--- config.mk ---
export PLATFORM = sky130hd
export DESIGN_NAME = pwm_sync_top
export DESIGN_NICKNAME = d
export VERILOG_FILES = /design/src/rtl/pwm_sync_pkg.sv /design/src/rtl/pwm_gen.sv /design/src/rtl/pwm_outs.sv /design/src/rtl/pwm_sync_top.sv
export SDC_FILE = /design/constraint.sdc
export NUM_CORES = 1
export LEC_CHECK = 0
export BUFFER_PORTS_ARGS = -buffer_cell sky130_fd_sc_hd__buf_2
export CAP_MARGIN = 20
export CORE_MARGIN = 3
export CORE_UTILIZATION = 55
export DETAILED_ROUTE_END_ITERATION = 10
export MAX_ROUTING_LAYER = met4
export PLACE_DENSITY = 0.82
export SLEW_MARGIN = 30
export SYNTH_ARGS = -nofsm -noshare
export SYNTH_HDL_FRONTEND = slang
export SYNTH_SLANG_ARGS = --single-unit
export TNS_END_PERCENT = 100
--- constraint.sdc ---
create_clock -name clk -period 5.91 [get_ports clk]
set_clock_uncertainty 0.05 [all_clocks]
set_input_delay 0.2955 -clock clk [delete_from_list [all_inputs] [get_ports clk]]
set_output_delay 0.2955 -clock clk [all_outputs]
set_load 0.01 [all_outputs]
--- src/rtl/pwm_sync_pkg.sv ---
package pwm_sync_pkg;

    typedef enum logic [1:0] {
        UPD_IMM    = 2'd0,
        UPD_LOCAL  = 2'd1,
        UPD_GLOBAL = 2'd2,
        UPD_LOCAL2 = 2'd3
    } upd_mode_e;

    typedef enum logic [1:0] {
        SEL_LOAD = 2'd0,
        SEL_CMPA = 2'd1,
        SEL_CMPB = 2'd2,
        SEL_CTRL = 2'd3
    } wsel_e;

endpackage

--- src/rtl/pwm_gen.sv ---
module pwm_gen
    import pwm_sync_pkg::*;
#(
    parameter int CW = 16
) (
    input  logic          clk,
    input  logic          rst_n,
    input  logic          wr_en_i,
    input  logic [1:0]    wr_sel_i,
    input  logic [CW-1:0] wr_data_i,
    input  logic          sync_i,
    input  logic          greq_i,
    input  logic          frozen_i,
    output logic [CW-1:0] cnt_o,
    output logic          zero_o,
    output logic [1:0]    raw_o,
    output logic          pend_o
);

    typedef struct packed {
        logic [CW-1:0] cnt;
        logic [CW-1:0] ld_a;
        logic [CW-1:0] ca_a;
        logic [CW-1:0] cb_a;
        logic [CW-1:0] ld_s;
        logic [CW-1:0] ca_s;
        logic [CW-1:0] cb_s;
        upd_mode_e     mode;
        logic          flag;
    } gen_st_t;

    gen_st_t st_d, st_q;
    logic    zero, c_glob, c_loc, commit;

    always_comb begin
        st_d   = st_q;
        zero   = (st_q.cnt == '0) && !frozen_i;
        c_glob = zero && (st_q.mode == UPD_GLOBAL) && st_q.flag;
        c_loc  = zero && ((st_q.mode == UPD_LOCAL) || (st_q.mode == UPD_LOCAL2));
        commit = c_glob || c_loc;

        if (sync_i)
            st_d.cnt = '0;
        else if (frozen_i)
            st_d.cnt = st_q.cnt;
        else if (st_q.cnt == '0)
            st_d.cnt = commit ? st_q.ld_s : st_q.ld_a;
        else
            st_d.cnt = st_q.cnt - 1'b1;

        if (commit) begin
            st_d.ld_a = st_q.ld_s;
            st_d.ca_a = st_q.ca_s;
            st_d.cb_a = st_q.cb_s;
        end

        if (wr_en_i) begin
            case (wsel_e'(wr_sel_i))
                SEL_LOAD: begin
                    st_d.ld_s = wr_data_i;
                    if (st_q.mode == UPD_IMM) st_d.ld_a = wr_data_i;
                end
                SEL_CMPA: begin
                    st_d.ca_s = wr_data_i;
                    if (st_q.mode == UPD_IMM) st_d.ca_a = wr_data_i;
                end
                SEL_CMPB: begin
                    st_d.cb_s = wr_data_i;
                    if (st_q.mode == UPD_IMM) st_d.cb_a = wr_data_i;
                end
                default: st_d.mode = upd_mode_e'(wr_data_i[1:0]);
            endcase
        end

        st_d.flag = (st_q.flag && !c_glob) || greq_i;
    end

    always_ff @(posedge clk) begin
        if (!rst_n) st_q <= '0;
        else        st_q <= st_d;
    end

    assign cnt_o    = st_q.cnt;
    assign zero_o   = zero;
    assign raw_o[0] = st_q.cnt > st_q.ca_a;
    assign raw_o[1] = st_q.cnt > st_q.cb_a;
    assign pend_o   = st_q.flag;

    assert_count_down_R1: assert property (@(posedge clk) disable iff (!rst_n)
        (!sync_i && !frozen_i && st_q.cnt != '0) |=> (st_q.cnt == $past(st_q.cnt) - 1'b1));

    assert_local_hold_R4: assert property (@(posedge clk) disable iff (!rst_n)
        (st_q.mode == UPD_LOCAL && !zero) |=> ($stable(st_q.ld_a) && $stable(st_q.ca_a) && $stable(st_q.cb_a)));

    assert_global_hold_R5: assert property (@(posedge clk) disable iff (!rst_n)
        (st_q.mode == UPD_GLOBAL && !st_q.flag) |=> ($stable(st_q.ld_a) && $stable(st_q.ca_a) && $stable(st_q.cb_a)));

    assert_flag_clear_R6: assert property (@(posedge clk) disable iff (!rst_n)
        (st_q.flag && zero && st_q.mode == UPD_GLOBAL && !greq_i) |=> !pend_o);

    assert_sync_zero_R7: assert property (@(posedge clk) disable iff (!rst_n)
        sync_i |=> (cnt_o == '0));

    assert_stall_hold_R10: assert property (@(posedge clk) disable iff (!rst_n)
        (frozen_i && !sync_i) |=> $stable(cnt_o));

endmodule

--- src/rtl/pwm_outs.sv ---
module pwm_outs #(
    parameter int NGEN = 2,
    localparam int NOUT = 2 * NGEN
) (
    input  logic            clk,
    input  logic            rst_n,
    input  logic            oen_wr_i,
    input  logic [NOUT-1:0] oen_data_i,
    input  logic            oen_sync_i,
    input  logic [NGEN-1:0] zero_i,
    input  logic [NOUT-1:0] raw_i,
    input  logic            fault_i,
    input  logic [NOUT-1:0] fault_en_i,
    output logic [NOUT-1:0] pwm_o
);

    typedef struct packed {
        logic [NOUT-1:0] oen_a;
        logic [NOUT-1:0] oen_s;
    } oen_st_t;

    oen_st_t st_d, st_q;

    always_comb begin
        st_d = st_q;
        if (oen_sync_i) begin
            for (int g = 0; g < NGEN; g++)
                if (zero_i[g]) st_d.oen_a[2*g +: 2] = st_q.oen_s[2*g +: 2];
        end
        if (oen_wr_i) begin
            st_d.oen_s = oen_data_i;
            if (!oen_sync_i) st_d.oen_a = oen_data_i;
        end
    end

    always_ff @(posedge clk) begin
        if (!rst_n) st_q <= '0;
        else        st_q <= st_d;
    end

    assign pwm_o = raw_i & st_q.oen_a & ~({NOUT{fault_i}} & fault_en_i);

    assert_oen_hold_R8: assert property (@(posedge clk) disable iff (!rst_n)
        (oen_sync_i && zero_i == '0) |=> $stable(st_q.oen_a));

    assert_fault_low_R9: assert property (@(posedge clk) disable iff (!rst_n)
        fault_i |-> ((pwm_o & fault_en_i) == '0));

    assert_enable_gate_R2: assert property (@(posedge clk) disable iff (!rst_n)
        ((pwm_o & ~st_q.oen_a) == '0));

endmodule

--- src/rtl/pwm_sync_top.sv ---
module pwm_sync_top #(
    parameter int NGEN = 2,
    parameter int CW   = 16,
    localparam int GW   = (NGEN > 1) ? $clog2(NGEN) : 1,
    localparam int NOUT = 2 * NGEN
) (
    input  logic               clk,
    input  logic               rst_n,
    input  logic               wr_en,
    input  logic [GW-1:0]      wr_gen,
    input  logic [1:0]         wr_sel,
    input  logic [CW-1:0]      wr_data,
    input  logic [NGEN-1:0]    sync_req,
    input  logic [NGEN-1:0]    glob_req,
    input  logic               oen_wr,
    input  logic [NOUT-1:0]    oen_data,
    input  logic               oen_sync,
    input  logic [NOUT-1:0]    fault_en,
    input  logic               fault,
    input  logic               stall_en,
    input  logic               dbg_stall,
    output logic [NOUT-1:0]    pwm_out,
    output logic [NGEN-1:0]    glob_pend,
    output logic [NGEN*CW-1:0] cnt_out
);

    logic            frozen;
    logic [NGEN-1:0] zero;
    logic [NOUT-1:0] raw;

    assign frozen = dbg_stall && stall_en;

    for (genvar g = 0; g < NGEN; g++) begin : g_gen
        pwm_gen #(.CW(CW)) u_gen (
            .clk       (clk),
            .rst_n     (rst_n),
            .wr_en_i   (wr_en && (wr_gen == GW'(g))),
            .wr_sel_i  (wr_sel),
            .wr_data_i (wr_data),
            .sync_i    (sync_req[g]),
            .greq_i    (glob_req[g]),
            .frozen_i  (frozen),
            .cnt_o     (cnt_out[g*CW +: CW]),
            .zero_o    (zero[g]),
            .raw_o     (raw[2*g +: 2]),
            .pend_o    (glob_pend[g])
        );
    end

    pwm_outs #(.NGEN(NGEN)) u_outs (
        .clk        (clk),
        .rst_n      (rst_n),
        .oen_wr_i   (oen_wr),
        .oen_data_i (oen_data),
        .oen_sync_i (oen_sync),
        .zero_i     (zero),
        .raw_i      (raw),
        .fault_i    (fault),
        .fault_en_i (fault_en),
        .pwm_o      (pwm_out)
    );

endmodule

==> reports/results.ini <==
[floorplan]
dieArea_sq_um = 23490
initial_utilization_pct = 56.37
core_area_sq_um = 21150
fp.dieW_um = 153.3
dieHeight_um = 153.3
placement_rows = 53
io_pins = 77

[global_routing]
track_usage_pct = 28.62
antenna_found_initial = 2
grt-ovfl-total = 0
grt_pass1_wl_mm = 53.50
grt_pass1_vias = 10290
grt_max_degree = 96

[synthesis]
synth_flop_cell = dfxtp_1
avgSynthCellArea_sq_um = 7.987
ys_ff_latch = 238
synthesis.nets = 1598
synth-edff-count = 0
ys_types = 53
yosysSeqAreaShare_pct = 39.95
synth_cells = 1493
synthArstFlopShare_pct = 0
yosysWarnings = 0
syn_area_sq_um = 11930

[sta]
slew_headroom_pct = 37.89
hold_viol_final = 0
timing.final.crit_share_pct = 53.20
timing.fmax_mhz = 318.1
rsz0062_at_grt = no
slew_viol_final = 0
worst_pin_slew_ns = 0.9294
finalSetupViolCount = 0
tns_ns = 0
fin_crit_ns = 3.144

[clock_tree]
cts_inserted_buffers = 24
cts_tree = built
clock_path_buffers = 3
ctsRootBufferMaster = clkbuf_16
cts_max_level = 1
clk_pin_slew_ns = 0.06
clk_latency_ns = 0.52
cts_sinks = 238

[final_layout]
filler_cell_count = 1859
drive_gt1_share_pct = 9.267
area_growth_syn_to_layout_pct = 9.044
final_common_cell = nand2_1
fin_util_pct = 61.47
final_cell_mix = 327 x nand2_1, 238 x dfxtp_1, 118 x o21ai_0
nets = 1589
seq_area_sq_um = 4765
multi_input_area_sq_um = 6296

[setup_path]
critPathRequiredTime_ns = 5.56
worstPathArrival_ns = 2.80
cp-end-kind = output port
worstPathMaxFanout = 7
critical_path_class = reg2out
worst_setup_path_start_kind = flop

[power_and_ir_drop]
p_comb_share_pct = 38.1
vdd_drop_max_mv = 0.2962
p_per_area_nw_per_um2 = 445.3
switching_share_pct = 38.04
p_sw_mw = 2.203
internal_power_mw = 3.588
power.share.sequential_pct = 34.8
finalPower_mw = 5.791
power.share.clock_pct = 27.0
leakage_nw = 4.750

[place]
post-dp-hpwl_mm = 22.20
port_buffers = 76
gp_congestion = 0.9596

[detailed_routing]
drt-vias-per-instance = 5.941
drt_iter0_markers = 870
vias = 10570
wirelength_mm = 33.63
drc = 0
wire_per_inst_um = 18.91
drtPass1Iterations = 5
ant_nets = 0

[flow_run]
maxCapViolCount = 0

[outcome]
status = completed

[hold_path]
hp-class = in2reg

metal layers:
metal / GRT usage [%] / wire length, um
met2: 47.34 / 15760
met5: - / 0
met4: 12.47 / 1823
met3: 4.757 / 2480
met1: 34.52 / 13570
area by class of cell:
cell class / count / area share, %
inverters: 71 / 2.049
multi-input cells: 1056 / 48.42
flip-flops and latches: 238 / 36.64
well taps: 275 / 2.646
clock buffers: 38 / 5.648
clock inverters: 4 / 0.5581
repair buffers: 93 / 3.964
diodes: 4 / 0.07698
power groups by stage:
| stage | Sequential, mW | Clock [mW] | Combinational (mW) |
|---|---|---|---|
| finish | 2.02 | 1.57 | 2.21 |
| global route | 2.04 | 1.64 | 2.49 |
| CTS | 2.01 | 1.58 | 2.17 |
| detailed placement | 2.04 | 0 | 2.14 |
| global placement | 2.03 | 0 | 2.11 |
| floorplan | 1.93 | 0 | 1.72 |
flip-flops by register name, summed over array words and instances (netlist names):
register,cells
g_gen.u_gen.cnt_o,32
g_gen.u_gen.pend_o,2
g_gen.u_gen.st_q,196
u_outs.st_q,8
what timing repair did:
action	4_1_cts	5_1_grt
hold buffers	2	0
setup endpoints to repair	0	0
resized for setup	0	0
endpoints found under the hold margin	2	0
setup buffers	0	0
cell usage after synthesis (2+ instances only):
| cell | number | area share (%) |
|---|---|---|
| o211ai_1 | 3 | 0.19 |
| nand4b_1 | 2 | 0.15 |
| inv_1 | 71 | 2.2 |
| ha_1 | 66 | 6.9 |
| mux2i_1 | 57 | 4.8 |
| buf_2 | 4 | 0.17 |
| nand2_1 | 329 | 10 |
| a2111oi_0 | 3 | 0.22 |
| nand2b_1 | 12 | 0.63 |
| clkbuf_1 | 82 | 2.6 |
| nor3b_1 | 3 | 0.19 |
| nand3_1 | 17 | 0.71 |
| a21oi_1 | 83 | 3.5 |
| and4b_1 | 2 | 0.17 |
| nor3_1 | 21 | 0.88 |
| and3_1 | 4 | 0.21 |
| or3_1 | 2 | 0.10 |
| a311oi_1 | 17 | 1.2 |
| nor2_1 | 96 | 3.0 |
| o21ai_0 | 118 | 5.0 |
| xnor2_1 | 18 | 1.3 |
| xor2_1 | 5 | 0.37 |
| or4_1 | 2 | 0.13 |
| a21boi_0 | 72 | 4.5 |
| nand3b_1 | 2 | 0.13 |
| a32oi_1 | 33 | 2.4 |
| buf_1 | 3 | 0.094 |
| a211oi_1 | 9 | 0.57 |
| a21o_1 | 10 | 0.63 |
| o31ai_1 | 2 | 0.13 |
| nor2b_1 | 10 | 0.52 |
| nand4_1 | 9 | 0.47 |
| dfxtp_1 | 238 | 40 |
| a31oi_1 | 25 | 1.3 |
| a221oi_1 | 2 | 0.15 |
| nor4_1 | 7 | 0.37 |
| buf_4 | 38 | 2.4 |
worst max-delay path: stages (launching register included):
cell and delay, ns:
dfxtp_1 0.40, ha_1 0.34, and3_1 0.17, nand4_1 0.17, o21ai_0 0.19, a211oi_1 0.07
a2111oi_0 0.68, buf_2 0.26
stage by stage:
step	instances	setup slack, ns	hold WS [ns]	cell area (sq um)
detailed placement	1731	3.199	0.4080	12150
global placement	1731	3.193	0.3982	12150
CTS	1775	2.740	0.002947	12980
global route	1777	2.588	0.02547	13000
finish	1779	2.766	0.009313	13000
floorplan	1493	3.716	0.3463	11930
worst paths after layout:
| check | slack (ns) | to | cells after the start | startpoint |
|---|---|---|---|---|
| max reg2reg | 3.09 | g_gen[1].u_gen.cnt_o[9] | 8 | g_gen[1].u_gen.cnt_o[0] |
| min | 0.009 | u_outs.st_q[1] | 3 | oen_data[1] |
| max | 2.77 | pwm_out[3] | 7 | g_gen[1].u_gen.cnt_o[14] |
| min reg2reg | 0.42 | g_gen[1].u_gen.st_q[10] | 2 | g_gen[1].u_gen.st_q[10] |
logic make-up after synthesis:
group / after synthesis / share of synthesized area [%]
AND/OR/NAND/NOR: 523 / 18.47
AO/OA/AOI/OAI: 387 / 20.62
flip-flops: 238 / 39.95
buffers and inverters: 199 / 7.565
adder cells (fa/ha/maj): 66 / 6.925
multiplexers: 57 / 4.784
XOR/XNOR: 23 / 1.689
No activity file was read; power rests on OpenSTA's default activity.
